**config.mk**
```make
export PLATFORM = sky130hd
export DESIGN_NAME = idle_wake_timer
export DESIGN_NICKNAME = d
export VERILOG_FILES = /design/src/rtl/idle_tmr_pkg.sv /design/src/rtl/idle_tmr_cnt.sv /design/src/rtl/idle_tmr_flag.sv /design/src/rtl/idle_wake_timer.sv
export SDC_FILE = /design/constraint.sdc
export NUM_CORES = 1
export LEC_CHECK = 0
export BUFFER_PORTS_ARGS = -buffer_cell sky130_fd_sc_hd__clkbuf_2
export CORE_MARGIN = 1
export CORE_UTILIZATION = 50
export DETAILED_ROUTE_END_ITERATION = 8
export PLACE_DENSITY = 0.71
export SYNTH_ARGS = -nofsm -noshare
export SYNTH_HDL_FRONTEND = slang
export SYNTH_HIERARCHICAL = 1
export SYNTH_SLANG_ARGS = --single-unit
```
**constraint.sdc**
```tcl
create_clock -name clk_i -period 1.8 [get_ports clk_i]
set_input_delay 0.27 -clock clk_i [delete_from_list [all_inputs] [get_ports clk_i]]
set_output_delay 0.27 -clock clk_i [all_outputs]
set_load 0.1 [all_outputs]
```
**src/rtl/idle_tmr_pkg.sv**
```systemverilog
package idle_tmr_pkg;
  parameter int unsigned CNT_W   = 16;
  parameter int unsigned TAP_BIT = 12;
endpackage

```
**src/rtl/idle_tmr_cnt.sv**
```systemverilog
module idle_tmr_cnt
  import idle_tmr_pkg::*;
#(
  parameter int unsigned W   = CNT_W,
  parameter int unsigned TAP = TAP_BIT
) (
  input  logic clk_i,
  input  logic rst_ni,
  input  logic cyc_en_i,
  output logic tick_o,
  output logic tap_o
);
  localparam logic [W-1:0] RST_VAL = '1;
  localparam logic [W-1:0] ONE     = W'(1);

  logic [W-1:0] cnt_q;

  always_ff @(posedge clk_i or negedge rst_ni) begin
    if (!rst_ni)       cnt_q <= RST_VAL;
    else if (cyc_en_i) cnt_q <= cnt_q - ONE;
  end

  // bit TAP flips on the decrement that borrows through all lower bits
  assign tick_o = cyc_en_i && (cnt_q[TAP-1:0] == '0);
  assign tap_o  = cnt_q[TAP];

  p_dec_r2: assert property (@(posedge clk_i) disable iff (!rst_ni)
    cyc_en_i |=> cnt_q == $past(cnt_q) - ONE);
  p_hold_r2: assert property (@(posedge clk_i) disable iff (!rst_ni)
    !cyc_en_i |=> $stable(cnt_q));
endmodule

```
**src/rtl/idle_tmr_flag.sv**
```systemverilog
module idle_tmr_flag (
  input  logic clk_i,
  input  logic rst_ni,
  input  logic tick_i,
  input  logic clr_i,
  input  logic en_we_i,
  input  logic en_d_i,
  output logic pend_o,
  output logic irq_o,
  output logic wake_o
);
  logic pend_q, en_q, wake_q;

  always_ff @(posedge clk_i or negedge rst_ni) begin
    if (!rst_ni) begin
      pend_q <= 1'b0;
      en_q   <= 1'b0;
      wake_q <= 1'b0;
    end else begin
      if (tick_i)     pend_q <= 1'b1;  // set beats clear
      else if (clr_i) pend_q <= 1'b0;
      if (en_we_i)    en_q   <= en_d_i;
      wake_q <= tick_i;
    end
  end

  assign pend_o = pend_q;
  assign irq_o  = pend_q & en_q;
  assign wake_o = wake_q;

  p_set_r3: assert property (@(posedge clk_i) disable iff (!rst_ni)
    tick_i |=> pend_o);
  p_keep_r3: assert property (@(posedge clk_i) disable iff (!rst_ni)
    (pend_o && !clr_i) |=> pend_o);
  p_clr_r4: assert property (@(posedge clk_i) disable iff (!rst_ni)
    (clr_i && !tick_i) |=> !pend_o);
  p_en_r7: assert property (@(posedge clk_i) disable iff (!rst_ni)
    !en_we_i |=> $stable(en_q));
  p_pulse_r8: assert property (@(posedge clk_i) disable iff (!rst_ni)
    wake_o |=> !wake_o);
endmodule

```
**src/rtl/idle_wake_timer.sv**
```systemverilog
module idle_wake_timer
  import idle_tmr_pkg::*;
#(
  parameter int unsigned W   = CNT_W,
  parameter int unsigned TAP = TAP_BIT
) (
  input  logic clk_i,
  input  logic rst_ni,
  input  logic cyc_en_i,
  input  logic clr_pend_i,
  input  logic en_we_i,
  input  logic en_wdata_i,
  output logic pend_o,
  output logic irq_o,
  output logic wake_o,
  output logic tap_o
);
  logic tick;

  idle_tmr_cnt #(.W(W), .TAP(TAP)) i_cnt (
    .clk_i    (clk_i),
    .rst_ni   (rst_ni),
    .cyc_en_i (cyc_en_i),
    .tick_o   (tick),
    .tap_o    (tap_o)
  );

  idle_tmr_flag i_flag (
    .clk_i   (clk_i),
    .rst_ni  (rst_ni),
    .tick_i  (tick),
    .clr_i   (clr_pend_i),
    .en_we_i (en_we_i),
    .en_d_i  (en_wdata_i),
    .pend_o  (pend_o),
    .irq_o   (irq_o),
    .wake_o  (wake_o)
  );

  p_wake_pend_r8: assert property (@(posedge clk_i) disable iff (!rst_ni)
    wake_o |-> pend_o);
  p_tap_flip_r9: assert property (@(posedge clk_i) disable iff (!rst_ni)
    wake_o |-> tap_o != $past(tap_o));
  p_irq_r6: assert property (@(posedge clk_i) disable iff (!rst_ni)
    irq_o |-> pend_o);
endmodule

```
## Word-level counts from Yosys, hierarchy flattened

Index checks and enable logic that the tools add are counted.

| word-level totals | value |
|---|---|
| input bits | 6 |
| register bits | 19 |
| logic and storage cells | 11 |
| output and inout port bits | 4 |

| operators by class | value |
|---|---|
| bitwise gates (word level) | 1 |
| reductions and logical operators | 3 |
| muxes and demuxes | 2 |
| add/sub/neg operators | 1 |

Operators with widths:

| operator | number |
|---|---|
| 16-bit by 1-bit subtractor with 16-bit output (second input constant) | 1 |
| 12-bit zero test | 1 |
| 1-bit 2-to-1 mux | 2 |
| 2-bit nonzero test | 1 |
| 1-bit AND | 1 |
| 1-bit logical AND | 1 |

## Logic depth before layout (Yosys ltp)

Gate-level depths: netlist (run 1).

| depth | value |
|---|---|
| depth after elaboration | 3 |
| depth in mapped cells | 6 |
| mapped depth without buffers | 6 |

## Hierarchy

Netlist (run 1), hierarchy kept.

Modules (own cells, without submodules):

| module | instances | cells an instance | area an instance (µm²) | sequential area each (µm²) |
|---|---|---|---|---|
| idle_tmr_cnt | 1 | 49 | 603.1 | 341.6 |
| idle_tmr_flag | 1 | 7 | 107.6 | 75.1 |

## Least setup slack after synthesis (run 1)

OpenSTA, ideal clock, no wires.

| timing | value |
|---|---|
| kind | register to output |
| start | register i_flag.pend_q (netlist: i_flag/pend_o) |
| end | output irq_o |
| setup slack | -0.247 ns |
| path buffers | 0 |
| cell stages (with the launch flop) | 2 |
| data arrival time | 1.777 ns |
| data required time | 1.530 ns |
| cells stage by stage | dfrtp_1 > and2_1 |

| on the way | value |
|---|---|
| cells in the longest elaborated chain, start to end | 1 |

RTL lines:

| item | line | text |
|---|---|---|
| start: declaration | idle_tmr_flag.sv:12 | `logic pend_q, en_q, wake_q;` |
| start signal: assignment | idle_tmr_flag.sv:16 | `pend_q <= 1'b0;` |
| start signal: assignment | idle_tmr_flag.sv:20 | `if (tick_i) pend_q <= 1'b1;` |
| start signal: assignment | idle_tmr_flag.sv:21 | `else if (clr_i) pend_q <= 1'b0;` |
| 1-bit AND | idle_tmr_flag.sv:28 | `assign irq_o = pend_q & en_q;` |
| end: declaration | idle_wake_timer.sv:14 | `output logic irq_o,` |

Every way passes these cells.

## Worst setup path after layout (run 1)

| timing | value |
|---|---|
| start | register i_cnt.cnt_q[12] |
| end | output tap_o |

RTL lines:

| item | line | text |
|---|---|---|
| start: declaration | idle_tmr_cnt.sv:16 | `logic [W-1:0] cnt_q;` |
| start signal: assignment | idle_tmr_cnt.sv:20 | `else if (cyc_en_i) cnt_q <= cnt_q - ONE;` |
| end: declaration | idle_wake_timer.sv:16 | `output logic tap_o` |

No word-level cell between the ends.

==> results of run 1 <==
==> cells by family (layout without fill, tap and decap cells) <==
family / Yosys count / after routing
xor gates and xnor gates: 11 / 11
buffers and inverters: 4 / 18
and+or+nand+nor: 19 / 19
AOI/OAI and AO/OA: 3 / 3
muxes: 2 / 2
DFF: 16 / 16
adders and majority gates: 1 / 1
==> layer usage <==
layer  wire length [um]  vias up  track usage [%]
li1                   -      223                -
met1                557      216             23.7
met2                535        9             25.8
met3                 39        2             6.82
met4                 12        0             12.9
met5                  0        -                0
==> where the power goes <==
part / switching [mW] / leakage (nW) / total (mW) / internal [mW]
clock: 0.115 / 0.0210 / 0.238 / 0.123
combinational: 0.216 / 0.180 / 0.376 / 0.159
sequential: 0.159 / 0.176 / 0.771 / 0.612
total: 0.490 / 0.376 / 1.38 / 0.894
==> final cells by class <==
class,instances,area [um2]
well taps,15,18.8
fillers,115,495
clock buffers,4,36.3
flip-flops and latches,16,417
inverters,4,15.0
multi-input cells,36,280
repair buffers,10,55.1
==> final timing paths <==
path / start / to / slack [ns] / depth (start not counted)
min in group asynchronous: rst_ni / i_flag/wake_o / 0.44 / 2
min reg2reg: i_cnt/cnt_q[12] / i_cnt/cnt_q[12] / 0.50 / 1
max: i_cnt/cnt_q[12] / tap_o / 0.25 / 1
max reg2reg: i_cnt/cnt_q[0] / i_flag/pend_o / 0.28 / 6
max in group asynchronous: rst_ni / i_cnt/cnt_q[1] / 1.05 / 2
min: en_wdata_i / i_flag/en_q / 0.21 / 2
==> state kept, by name, summed over array words and instances (netlist names) <==
register       count
i_flag/pend_o      1
i_flag/en_q        1
i_cnt/cnt_q       13
i_flag/wake_o      1
==> layout by cell type, fill, tap and decap left out <==
| cell type | instances |
|---|---|
| nor4_2 | 1 |
| xnor2_1 | 5 |
| dfrtp_1 | 3 |
| nor4b_1 | 1 |
| mux2i_1 | 1 |
| nand4_1 | 1 |
| nand2_1 | 2 |
| dlygate4sd3_1 | 1 |
| clkbuf_4 | 3 |
| a21o_1 | 1 |
| o21ai_0 | 1 |
| nor2_1 | 3 |
| nand3_1 | 2 |
| and2_2 | 1 |
| and4bb_1 | 1 |
| clkbuf_2 | 9 |
| dfstp_2 | 13 |
| or3b_4 | 1 |
| nor4_1 | 1 |
| mux2_4 | 1 |
| xor2_1 | 6 |
| o41ai_1 | 1 |
| clkbuf_8 | 1 |
| nor3_1 | 2 |
| or4_1 | 2 |
| or3_1 | 1 |
| inv_1 | 4 |
| ha_1 | 1 |
==> timing repair <==
| action | 4_1_cts | 5_1_grt |
|---|---|---|
| hold buffers | 1 | 0 |
| gates resized for setup | 0 | 0 |
| endpoints found under the hold margin | 3 | 0 |
==> through the flow <==
stage               total power [mW]  area, um2  setup slack, ns  hold slack (ns)  std cells
CTS                             1.39        822            0.234            0.206         85
floorplan                       1.04        712          0.00747          -0.0256         56
global route                    1.47        822            0.179            0.199         85
finish                          1.38        822            0.246            0.213         85
detailed placement              1.15        776            0.287            0.205         80
global placement                1.13        776            0.325            0.201         80
==> results.json, run 1 <==
{
  "outcome": "finished clean",
  "grt_start_max_net_pins": 17,
  "synthAdderAreaFrac_pct": 1.76,
  "start_kind": "flop",
  "syn_inst": 56,
  "yosys.area_share.simple_pct": 17.4,
  "clock-sinks": 16,
  "path_class": "flop to output pin",
  "post-route-util_pct": 62.4,
  "die-area_um2": 1580,
  "num_rows": 13,
  "async_flop_share_pct": 100,
  "drc": 0,
  "postRouteAntennaNets": 0,
  "grt_pass1_vias": 411,
  "relSlewSlack_pct": 63.9,
  "cp.required_ns": 1.53,
  "hp-class": "input port to flop",
  "synthToLayoutAreaGrowth_pct": 15.7,
  "synth_nets": 63,
  "leakage_nw": 0.376,
  "cp-end-kind": "output pin",
  "drt_pass1_iterations": 4,
  "gp_congestion": 0.698,
  "cap_viol_max_count": 0,
  "hold_violations": 0,
  "antenna_found_initial": 0,
  "synth_area_um2": 711,
  "clk_pin_slew_ns": 0.09,
  "synth_top_area_share_pct": 48.1,
  "ys_ff_latch": 16,
  "worst-path-max-fanout": 2,
  "numCtsBuffers": 3,
  "grt.overflow.total": 0,
  "yosys-top-cells-count": "dfstp_2 (13), xor2_1 (6), xnor2_1 (5)",
  "grt.total_usage_pct": 18.7,
  "vias": 450,
  "skew_ns": 0.00250,
  "synth-main-ff-cell": "dfstp_2",
  "dpl.hpwl_um": 835,
  "cts.path.max_buffers": 2,
  "post_cts_buffers": 0,
  "die_h_um": 39.7,
  "clk_latency_ns": 0.28,
  "cp_cell_sequence": "clkbuf_2",
  "setup_viol": 0,
  "fmaxAchievable_mhz": 643,
  "yosys-mux-area-fraction_pct": 3.52,
  "grt_pass1_wl_um": 1790,
  "synth-xor-area-share_pct": 13.6,
  "yosysWarnings": 6,
  "fin_nets": 78,
  "cellPowerDensity_nw_per_um2": 1680,
  "period_needed_ns": 1.55,
  "yosysSeqAreaShare_pct": 58.6,
  "worstMarginPinSlew_ns": 0.543,
  "io-pin-count": 10,
  "cts_tree": "built",
  "tns_ns": 0,
  "diodes": 0,
  "yosysMostFrequentCell": "dfstp_2",
  "synth_top_family_by_area": "simple AND/OR/NAND/NOR gates",
  "vias_per_cell": 5.29,
  "clockRootBuffer": "clkbuf_4",
  "rsz0062_at_grt": "no",
  "cpMaxStageDelayCell": "dfstp_2",
  "netlist_top_cells_area": "dfstp_2 (48%), dfrtp_1 (11%), xor2_1 (7.4%), xnor2_1 (6.2%), inv_1 (2.1%)",
  "synth_compound_area_share_pct": 2.99,
  "yosys.area.top_type": "dfstp_2",
  "routedWlPerCell_um": 13.5,
  "drt-initial-drc-count": 10,
  "ys_types": 24,
  "cp_num_buf_inv": 1,
  "drive_above_1_share_pct": 42.9,
  "fp.dieW_um": 39.7,
  "port_buffers": 9,
  "htreeDepth": 1,
  "slowest_delay_ns": 0.55,
  "drv_slew": 0,
  "critPathTopFamily": "flip-flops",
  "syn_avg_cell_area_um2": 12.7,
  "worst_ep_arrival_time_ns": 1.28,
  "coreArea_um2": 1320,
  "routed_wl_um": 1150,
  "vdd_drop_max_v": 0.000853,
  "synth_edf_count": 0,
  "start_util_pct": 53.9,
  "post-route-period-util_pct": 86.4
}
Power figures use the tool's default switching activity.
==> inputs of run 2 (changes only) <==
CORE_UTILIZATION = 45   (was 50)
PLACE_DENSITY = 0.65   (was 0.71)
==> results.json, run 2 (same netlist as run 1, synthesis figures left out) <==
{
  "drc": 0,
  "dpl.hpwl_um": 845,
  "largest_register_ffs": 13,
  "worstMarginPinSlew_ns": 0.542,
  "critPathTopFamily": "flip-flops",
  "io-pin-count": 10,
  "synthToLayoutAreaGrowth_pct": 15.7,
  "regMostFlops": "i_cnt/cnt_q",
  "worst-path-max-fanout": 2,
  "post-route-period-util_pct": 86.4,
  "clk_latency_ns": 0.29,
  "grt.overflow.total": 0,
  "antenna_found_initial": 0,
  "hold_slack_ns": 0.208,
  "dpl_cell_area_um2": 776,
  "cp-end-kind": "output pin",
  "final_common_cell": "dfstp_2",
  "cp.required_ns": 1.53,
  "cap_viol_max_count": 0,
  "diodes": 0,
  "hold_violations": 0,
  "tns_ns": 0,
  "drt-initial-drc-count": 3,
  "pre_cts_ws_ns": 0.245,
  "drive_above_1_share_pct": 42.9,
  "clockRootBuffer": "clkbuf_4",
  "hp-class": "input port to flop",
  "vias": 461,
  "fin_nets": 78,
  "port_buffers": 9,
  "slowest_delay_ns": 0.55,
  "start_kind": "flop",
  "drv_slew": 0,
  "routedWlPerCell_um": 13.8,
  "rsz0062_at_grt": "no",
  "grt_start_max_net_pins": 17,
  "cts_hold_buf": 1,
  "vdd_drop_max_v": 0.000777,
  "worst_ep_arrival_time_ns": 1.29,
  "postRouteAntennaNets": 0,
  "cp_num_buf_inv": 1,
  "cts_resized": 0,
  "start_util_pct": 51.4,
  "grt_pass1_vias": 486,
  "leakage_nw": 0.376,
  "grt.total_usage_pct": 15.8,
  "period_needed_ns": 1.56,
  "post-route-util_pct": 59.5,
  "cp_cell_sequence": "clkbuf_2",
  "gp_congestion": 0.662,
  "cts.path.max_buffers": 2,
  "die_h_um": 41.7,
  "htreeDepth": 1,
  "clock-sinks": 16,
  "cpMaxStageDelayCell": "dfstp_2",
  "fin_ws_ns": 0.244,
  "fin_area_um2": 822,
  "routed_wl_um": 1170,
  "drt_pass1_iterations": 2,
  "die-area_um2": 1740,
  "numCtsBuffers": 3,
  "relSlewSlack_pct": 64.0,
  "cts_tree": "built",
  "clk_pin_slew_ns": 0.10,
  "outcome": "finished clean",
  "vias_per_cell": 5.42,
  "fp.dieW_um": 41.7,
  "grt_pass1_wl_um": 2100,
  "setup_viol": 0,
  "num_rows": 13,
  "path_class": "flop to output pin",
  "skew_ns": 0.00867,
  "cellPowerDensity_nw_per_um2": 1680,
  "layout_common_cells": "dfstp_2 (13), clkbuf_2 (9), xor2_1 (6)",
  "fmaxAchievable_mhz": 643,
  "post_cts_buffers": 0,
  "coreArea_um2": 1380
}
run 2: cell counts in the layout (fill, tap and decap cells not counted):
No cell type changed its count.
run 2: power by group:
group	internal [mW]	switching, mW	total (mW)
clock	0.123	0.116	0.239
combinational	0.160	0.218	0.378
sequential	0.611	0.155	0.766
total	0.895	0.488	1.38
run 2: layout make-up:
class | count | area, um2
Sequential cell | 16 | 417
Clock buffer | 4 | 36.3
Timing Repair Buffer | 10 | 55.1
Inverter | 4 | 15.0
Multi-Input combinational cell | 36 | 280
Tap cell | 15 | 18.8
Fill cell | 126 | 561
run 2: worst paths after layout:
kind	start	to	slack [ns]	depth (start not counted)
max	i_cnt/cnt_q[12]	tap_o	0.24	1
min	en_wdata_i	i_flag/en_q	0.21	2
max reg2reg	i_cnt/cnt_q[0]	i_flag/pend_o	0.24	6
min reg2reg	i_cnt/cnt_q[12]	i_cnt/cnt_q[12]	0.50	1
min in group asynchronous	rst_ni	i_flag/pend_o	0.42	2
max in group asynchronous	rst_ni	i_cnt/cnt_q[0]	1.05	2
run 2: routing by layer:
metal | up-vias | global-route usage (%) | wire [um]
met4 | 0 | 7.74 | 4
met1 | 232 | 21.8 | 584
met5 | - | 0 | 0
met3 | 2 | 2.61 | 26
li1 | 221 | - | -
met2 | 6 | 24.1 | 557
run 2: per-stage QoR:
step                cells  total power [mW]
floorplan              56              1.04
global placement       80              1.14
detailed placement     80              1.15
CTS                    85              1.40
global route           85              1.47
finish                 85              1.38
